## src/rtl/cbc_pkg.sv

```systemverilog
package cbc_pkg;

  typedef enum logic [1:0] {
    MODE_HOLD  = 2'd0,
    MODE_COUNT = 2'd1,
    MODE_LOAD  = 2'd2,
    MODE_CLEAR = 2'd3
  } cbc_mode_e;

endpackage

```

## src/rtl/cbc_mode_dec.sv

```systemverilog
module cbc_mode_dec
  import cbc_pkg::*;
#(
  parameter bit SYNC_CLEAR = 1'b1
) (
  input  logic      clr_n,
  input  logic      load_n,
  input  logic      en_p,
  input  logic      en_t,
  output cbc_mode_e mode
);

  logic clr_hit;

  // only the synchronous variant sees clear in the next-state path
  assign clr_hit = SYNC_CLEAR && !clr_n;

  always_comb begin
    if (clr_hit)           mode = MODE_CLEAR;
    else if (!load_n)      mode = MODE_LOAD;
    else if (en_p && en_t) mode = MODE_COUNT;
    else                   mode = MODE_HOLD;
  end

endmodule

```

## src/rtl/cbc_stage.sv

```systemverilog
module cbc_stage
  import cbc_pkg::*;
#(
  parameter int unsigned W          = 4,
  parameter bit          SYNC_CLEAR = 1'b1
) (
  input  logic         clk,
  input  logic         rst_n,
  input  logic         clr_n,
  input  logic         load_n,
  input  logic         en_p,
  input  logic         en_t,
  input  logic [W-1:0] d,
  output logic [W-1:0] q,
  output logic         tc
);

  cbc_mode_e    mode;
  logic [W-1:0] q_r;
  logic [W-1:0] q_nxt;
  logic         q_en;
  logic         arst_n;

  cbc_mode_dec #(
    .SYNC_CLEAR (SYNC_CLEAR)
  ) u_mode (
    .clr_n  (clr_n),
    .load_n (load_n),
    .en_p   (en_p),
    .en_t   (en_t),
    .mode   (mode)
  );

  // reset net: the asynchronous variant merges clear into it
  if (SYNC_CLEAR) begin : g_sync_clr
    assign arst_n = rst_n;
  end else begin : g_async_clr
    assign arst_n = rst_n & clr_n;
  end

  always_comb begin
    q_en  = 1'b1;
    q_nxt = q_r;
    case (mode)
      MODE_CLEAR: q_nxt = '0;
      MODE_LOAD:  q_nxt = d;
      MODE_COUNT: q_nxt = q_r + W'(1);
      default:    q_en  = 1'b0;
    endcase
  end

  always_ff @(posedge clk or negedge arst_n) begin
    if (!arst_n)   q_r <= '0;
    else if (q_en) q_r <= q_nxt;
  end

  assign q  = q_r;
  assign tc = en_t & (&q_r);

endmodule

```

## src/rtl/casc_bin_counter.sv

```systemverilog
module casc_bin_counter #(
  parameter int unsigned STAGE_W    = 4,
  parameter int unsigned NUM_STAGES = 2,
  parameter bit          SYNC_CLEAR = 1'b1
) (
  input  logic                          clk,
  input  logic                          rst_n,
  input  logic                          clr_n,
  input  logic                          load_n,
  input  logic                          cnt_en_p,
  input  logic                          cnt_en_t,
  input  logic [STAGE_W*NUM_STAGES-1:0] load_data,
  output logic [STAGE_W*NUM_STAGES-1:0] count,
  output logic                          tc_out
);

  localparam int unsigned TOTAL_W = STAGE_W * NUM_STAGES;

  logic [NUM_STAGES:0] tc_chain;
  logic [TOTAL_W-1:0]  count_w;

  assign tc_chain[0] = cnt_en_t;

  for (genvar s = 0; s < NUM_STAGES; s++) begin : g_stage
    cbc_stage #(
      .W          (STAGE_W),
      .SYNC_CLEAR (SYNC_CLEAR)
    ) u_stage (
      .clk    (clk),
      .rst_n  (rst_n),
      .clr_n  (clr_n),
      .load_n (load_n),
      .en_p   (cnt_en_p),
      .en_t   (tc_chain[s]),
      .d      (load_data[s*STAGE_W +: STAGE_W]),
      .q      (count_w[s*STAGE_W +: STAGE_W]),
      .tc     (tc_chain[s+1])
    );
  end

  assign count  = count_w;
  assign tc_out = tc_chain[NUM_STAGES];

endmodule

```

## config.mk

```make
export PLATFORM = sky130hd
export DESIGN_NAME = casc_bin_counter
export DESIGN_NICKNAME = d
export VERILOG_FILES = /design/src/rtl/cbc_pkg.sv /design/src/rtl/cbc_mode_dec.sv /design/src/rtl/cbc_stage.sv /design/src/rtl/casc_bin_counter.sv
export SDC_FILE = /design/constraint.sdc
export NUM_CORES = 1
export LEC_CHECK = 0
export BUFFER_PORTS_ARGS = -buffer_cell sky130_fd_sc_hd__buf_2
export CORE_AREA = 2 2 39 41
export DETAILED_ROUTE_END_ITERATION = 8
export DIE_AREA = 0 0 41 43
export SLEW_MARGIN = 20
export SYNTH_ARGS = -nofsm -noshare
export SYNTH_HDL_FRONTEND = slang
export SYNTH_SLANG_ARGS = --single-unit
```

## constraint.sdc

```tcl
create_clock -name clk -period 1.99 [get_ports clk]
set_input_delay 0 -clock clk [delete_from_list [all_inputs] [get_ports clk]]
set_output_delay 0 -clock clk [all_outputs]
set_load 0.05 [all_outputs]
```

==> flow_summary.ini, run 1 <==
[detailed_routing]
vias = 487
via_per_inst = 5.29
drc_errors = 0
wl_um = 1200
wl_per_cell_um = 13.0
drt_iter0_drc = 8
drt_pass1_iterations = 4
ant_nets = 0

[clock_tree]
clk_pin_slew_ns = 0.05
cts_buffers = 3
clock_sinks = 8
clk_latency_ns = 0.25
cts_tree = yes
cts_buffer_depth = 2
cts.root.buffer_cell = clkbuf_4
ctsResizeCount = 0
htreeDepth = 1

[global_routing]
grt_antenna_before_repair = 0
overflow = 0
grt_pass1_vias = 415
grt_pass1_wl_um = 1830
grt_max_degree = 17
grtUsageTotal = 0.154

[final_layout]
fin_nets = 94
diodes = 0
layout-drive-gt1-share = 0.355
largest_reg_flops = 8
layout.cells.non_filler = 92
area_growth_pct = 33.2

[critical_path]
cp_max_fo = 6
reg2reg_to = g_stage[1].u_stage.q[3]
reg2reg_depth = 4
critPathCapture = g_stage[1].u_stage.q[3]
worst-path-stages = 4
cp-end-kind = flip-flop
slowest_stage = or4_1
cpPeakStageDelay_ns = 0.53
worstPathArrival_ns = 1.74
critPathBufInv = 0
reg2reg_from = g_stage[0].u_stage.q[0]
path_cells = ha_1, nand3_2, or4_1, a31oi_1
crit_family = simple AND/OR/NAND/NOR gates
crit_start = g_stage[0].u_stage.q[0]
required_ns = 2.17
critPathKind = reg -> reg
regToRegSetupSlack_ns = 0.43
crit_path_start_kind = flip-flop

[floorplanning]
coreArea_mm2 = 0.00138
initial_utilization = 0.335
ios = 23
die_w_um = 41
die-area_mm2 = 0.00176
chipHeight_um = 43
rows = 14

[timing]
fin_ws_ns = 0.433
whs_ns = 0.00444
setup_tns_ns = 0
fin_crit_ns = 1.56
rsz0062_at_grt = false
hold_viol = 0
finClkSkew_ns = 0.000755
fin_crit_sh = 0.783
maxSlewViolCount = 0
max_freq_mhz = 642
slew_headroom = 0.796
setup_viol = 0
tightestPinTransition_ns = 0.306

[synth]
avgSynthCellArea_um2 = 8.93
ys_types = 21
syn_inst = 52
synth-seq-cells = 8
yosys_warnings = 0
synth_area_um2 = 464
yosysSeqAreaShare = 0.431
syn-num-nets = 68

[power_and_ir_drop]
vdd_ir_drop_max_uv = 268
leakagePower_nw = 0.285
power_density_mw_per_mm2 = 677

[placed_design]
post-place-ws_ns = 0.449
dp_hpwl_um = 875
gp_congestion = 0.746
port_buffers = 22
dp.cells = 88

[hold_path]
hold_class = in -> reg

[run]
drv_cap = 0

[run_status]
outcome = finished, final reports clean
-- repair_timing --
action / in CTS / in global routing
endpoints found under the setup margin: 0 / 0
hold buffers: 1 / 0
buffers inserted: 0 / 0
endpoints found under the hold margin: 8 / 0
-- metal layers --
metal	wire, um	vias up	GRT usage
li1	-	247	-
met1	523	218	0.176
met2	579	18	0.244
met3	66	4	0.0314
met4	27	0	0.100
met5	0	-	0
-- area by class of cell --
type                            instances  area, um^2
Clock buffer                            3        22.5
Fill cell                             151         766
Inverter                                1        3.75
Multi-Input combinational cell         41         251
Sequential cell                         8         200
Tap cell                               16        20.0
Timing Repair Buffer                   23         120
-- per-stage QoR --
stage | cell area, um^2 | power [W] | utilization
finish | 618 | 0.000418 | 0.447
global route | 618 | 0.000443 | 0.447
CTS | 618 | 0.000424 | 0.447
detailed placement | 586 | 0.000296 | 0.423
global placement | 586 | 0.000294 | 0.423
floorplan | 464 | 0.000257 | -
-- worst min-delay path, stage by stage --
cell and delay [ns]:
buf_2 0.09, nor2_1 0.08, a211oi_1 0.05
-- cell families after synthesis --
family | synth area share
AOI/OAI and AO/OA | 0.251
xor gates and xnor gates | 0.0377
adders and majority gates | 0.0539
buffers and inverters | 0.0269
and+or+nand+nor | 0.199
DFF | 0.431
-- cells in the mapped netlist --
| library cell | n | area [um^2] |
|---|---|---|
| or3_1 | 2 | 12.5 |
| or4_1 | 1 | 7.51 |
| o21ai_0 | 10 | 50.1 |
| a211oi_1 | 1 | 7.51 |
| buf_2 | 1 | 5.00 |
| o21a_1 | 1 | 7.51 |
| or3_2 | 1 | 7.51 |
| a311oi_1 | 1 | 8.76 |
| nand3_1 | 6 | 30.0 |
| xor2_1 | 2 | 17.5 |
| nand4_1 | 1 | 6.26 |
| clkbuf_1 | 1 | 3.75 |
| dfrtp_1 | 8 | 200 |
| a31oi_1 | 4 | 25.0 |
| ha_1 | 2 | 25.0 |
| o31ai_1 | 1 | 7.51 |
| a21oi_1 | 2 | 10.0 |
| inv_1 | 1 | 3.75 |
| nand2_1 | 2 | 7.51 |
| nor2_1 | 3 | 11.3 |
| nand3_2 | 1 | 10.0 |
-- how the worst min path moves through the flow --
stage,start,to,slack [ns],cells after the start
4_1_cts,load_data[0],g_stage[0].u_stage.q[0],0.004,3
5_1_grt,load_data[0],g_stage[0].u_stage.q[0],0.01,3
3_5_place_dp,rst_n,g_stage[0].u_stage.q[2],-0.14,1
2_1_floorplan,rst_n,g_stage[0].u_stage.q[0],-0.30,0
6_report,load_data[0],g_stage[0].u_stage.q[0],0.004,3
3_3_place_gp,rst_n,g_stage[0].u_stage.q[2],-0.14,1
-- cell usage in the layout (no fill, tap or decap) --
master         count
xor2_1             2
dfrtp_1            8
nand3_2            1
nand4_1            1
a311oi_1           1
o31ai_1            1
clkbuf_4           3
o21a_1             1
nand2_1            2
nor2_1             3
o21ai_0           10
inv_1              1
buf_2             22
or3_1              2
a21oi_1            2
dlygate4sd3_1      1
or3_2              1
ha_1               2
a211oi_1           1
a31oi_1            4
nand3_1            6
or4_1              1
-- power by group --
part	switching [W]	internal, W	total, W
clock	0.0000554	0.0000690	0.000124
sequential	0.0000142	0.000174	0.000188
combinational	0.0000739	0.0000317	0.000106
total	0.000144	0.000275	0.000418
(Power assumes the default switching activity.)
==> run 2, diff against run 1 <==
Settings changed: PLACE_DENSITY set to 0.66.
Clock period 1.99 ns to 1.25 ns, I/O delays scaled along.
==> flow_summary.ini, run 2 (synthesized netlist as in run 1, its figures left out) <==
[floorplanning]
rows = 14
die_w_um = 41
ios = 23
die-area_mm2 = 0.00176
initial_utilization = 0.335
chipHeight_um = 43
coreArea_mm2 = 0.00138

[final_layout]
multi_input_area_um2 = 298
largest_reg_flops = 8
regArea_um2 = 208
mostFrequentLayoutCells = 21 x buf_2, 10 x o21ai_0, 6 x nand3_1, 6 x dfrtp_2, 6 x buf_4
diodes = 0
layout_commonest_cell = buf_2
design_area_um2 = 737
layout.cells.non_filler = 99
fin_nets = 101
layout-drive-gt1-share = 0.506
area_growth_pct = 58.8
fill_cells = 144

[global_routing]
grtUsageTotal = 0.166
grt_max_degree = 17
grt_pass1_vias = 453
overflow = 0
grt_pass1_wl_um = 1910
grt_antenna_before_repair = 0

[timing]
setup_tns_ns = -0.0892
tightestPinTransition_ns = 0.344
fin_ws_ns = -0.0500
slew_headroom = 0.768
whs_ns = 0.0111
max_freq_mhz = 769
fin_crit_ns = 1.30
hold_viol = 0
finClkSkew_ns = 0.00369
setup_viol = 2
maxSlewViolCount = 0
rsz0062_at_grt = true
fin_crit_sh = 1.04

[run_status]
outcome = complete, but fails checks
failed_checks = setup timing

[clock_tree]
clk_latency_ns = 0.26
clock_sinks = 8
cts_tree = yes
cts_buffer_depth = 2
clk_pin_slew_ns = 0.06
htreeDepth = 1
cts_buffers = 3
cts.root.buffer_cell = clkbuf_4

[power_and_ir_drop]
vdd_ir_drop_max_uv = 533
power_density_mw_per_mm2 = 957
leakagePower_nw = 0.312

[critical_path]
critPathKind = reg -> out
crit_path_start_kind = flip-flop
cp_max_fo = 3
cp-end-kind = output port
required_ns = 1.25
worstPathArrival_ns = 1.30

[detailed_routing]
drt_pass1_iterations = 2
via_per_inst = 5.16
wl_per_cell_um = 13.0
drc_errors = 0
drt_iter0_drc = 1
wl_um = 1290
ant_nets = 0
vias = 511

[run]
drv_cap = 0

[placed_design]
dp.cells = 92
port_buffers = 22
placed_area_um2 = 651
dp_hpwl_um = 927
gp_congestion = 0.746
post-place-ws_ns = -0.119

[hold_path]
hold_class = in -> reg
[run 2: cell count changes in the layout (fill, tap and decap cells not counted), sizes merged]
cell	delta
dlygate4sd3	+1
buf	+6
[run 2: layer usage]
| metal | up-vias | share of wire | track usage |
|---|---|---|---|
| met3 | 2 | 0.045 | 0.0314 |
| li1 | 260 | - | - |
| met1 | 236 | 0.46 | 0.218 |
| met2 | 13 | 0.49 | 0.231 |
| met4 | 0 | 0.0093 | 0.120 |
| met5 | - | 0 | 0 |
[run 2: layout make-up]
cell class                 count  area share
clock buffer                   3      0.0306
inverter                       1     0.00509
multi-input combinational     41       0.404
sequential                     8       0.282
tap                           16      0.0272
timing repair buffer          30       0.251
[run 2: critical path, stage by stage, from the launching register on]
cell and delay [ns]:
dfrtp_2 0.38, ha_4 0.16, nand4_1 0.11, buf_4 0.16, nor2_4 0.08, buf_8 0.15
[run 2: report_power, final]
| part | internal, W | switching [W] |
|---|---|---|
| logic | 0.0000679 | 0.000128 |
| clock network | 0.000111 | 0.0000967 |
| registers | 0.000280 | 0.0000225 |
[run 2: timing repair]
item,CTS,global route
setup endpoints to repair,3,4
gates cloned,0,0
setup buffers,2,0
hold endpoints to repair,9,0
gates resized for setup,3,3
pin swaps,4,6
hold buffers,2,0
[run 2: path summary, 6_finish.rpt]
check | from | to | slack (ns) | cells after the start
hold reg to reg | g_stage[1].u_stage.q[1] | g_stage[1].u_stage.q[1] | 0.60 | 2
setup / recovery | g_stage[0].u_stage.q[1] | tc_out | -0.05 | 5
max in group asynchronous | rst_n | g_stage[0].u_stage.q[1] | 0.95 | 2
hold / removal | load_data[1] | g_stage[0].u_stage.q[1] | 0.01 | 3
min in group asynchronous | rst_n | g_stage[1].u_stage.q[2] | 0.11 | 2
setup reg to reg | g_stage[0].u_stage.q[1] | g_stage[1].u_stage.q[3] | -0.04 | 4
[run 2: per-stage QoR]
step	util	total power, W
2_1_floorplan	-	0.000418
3_3_place_gp	0.470	0.000487
3_5_place_dp	0.470	0.000490
4_1_cts	0.519	0.000708
5_1_grt	0.533	0.000747
6_report	0.533	0.000705
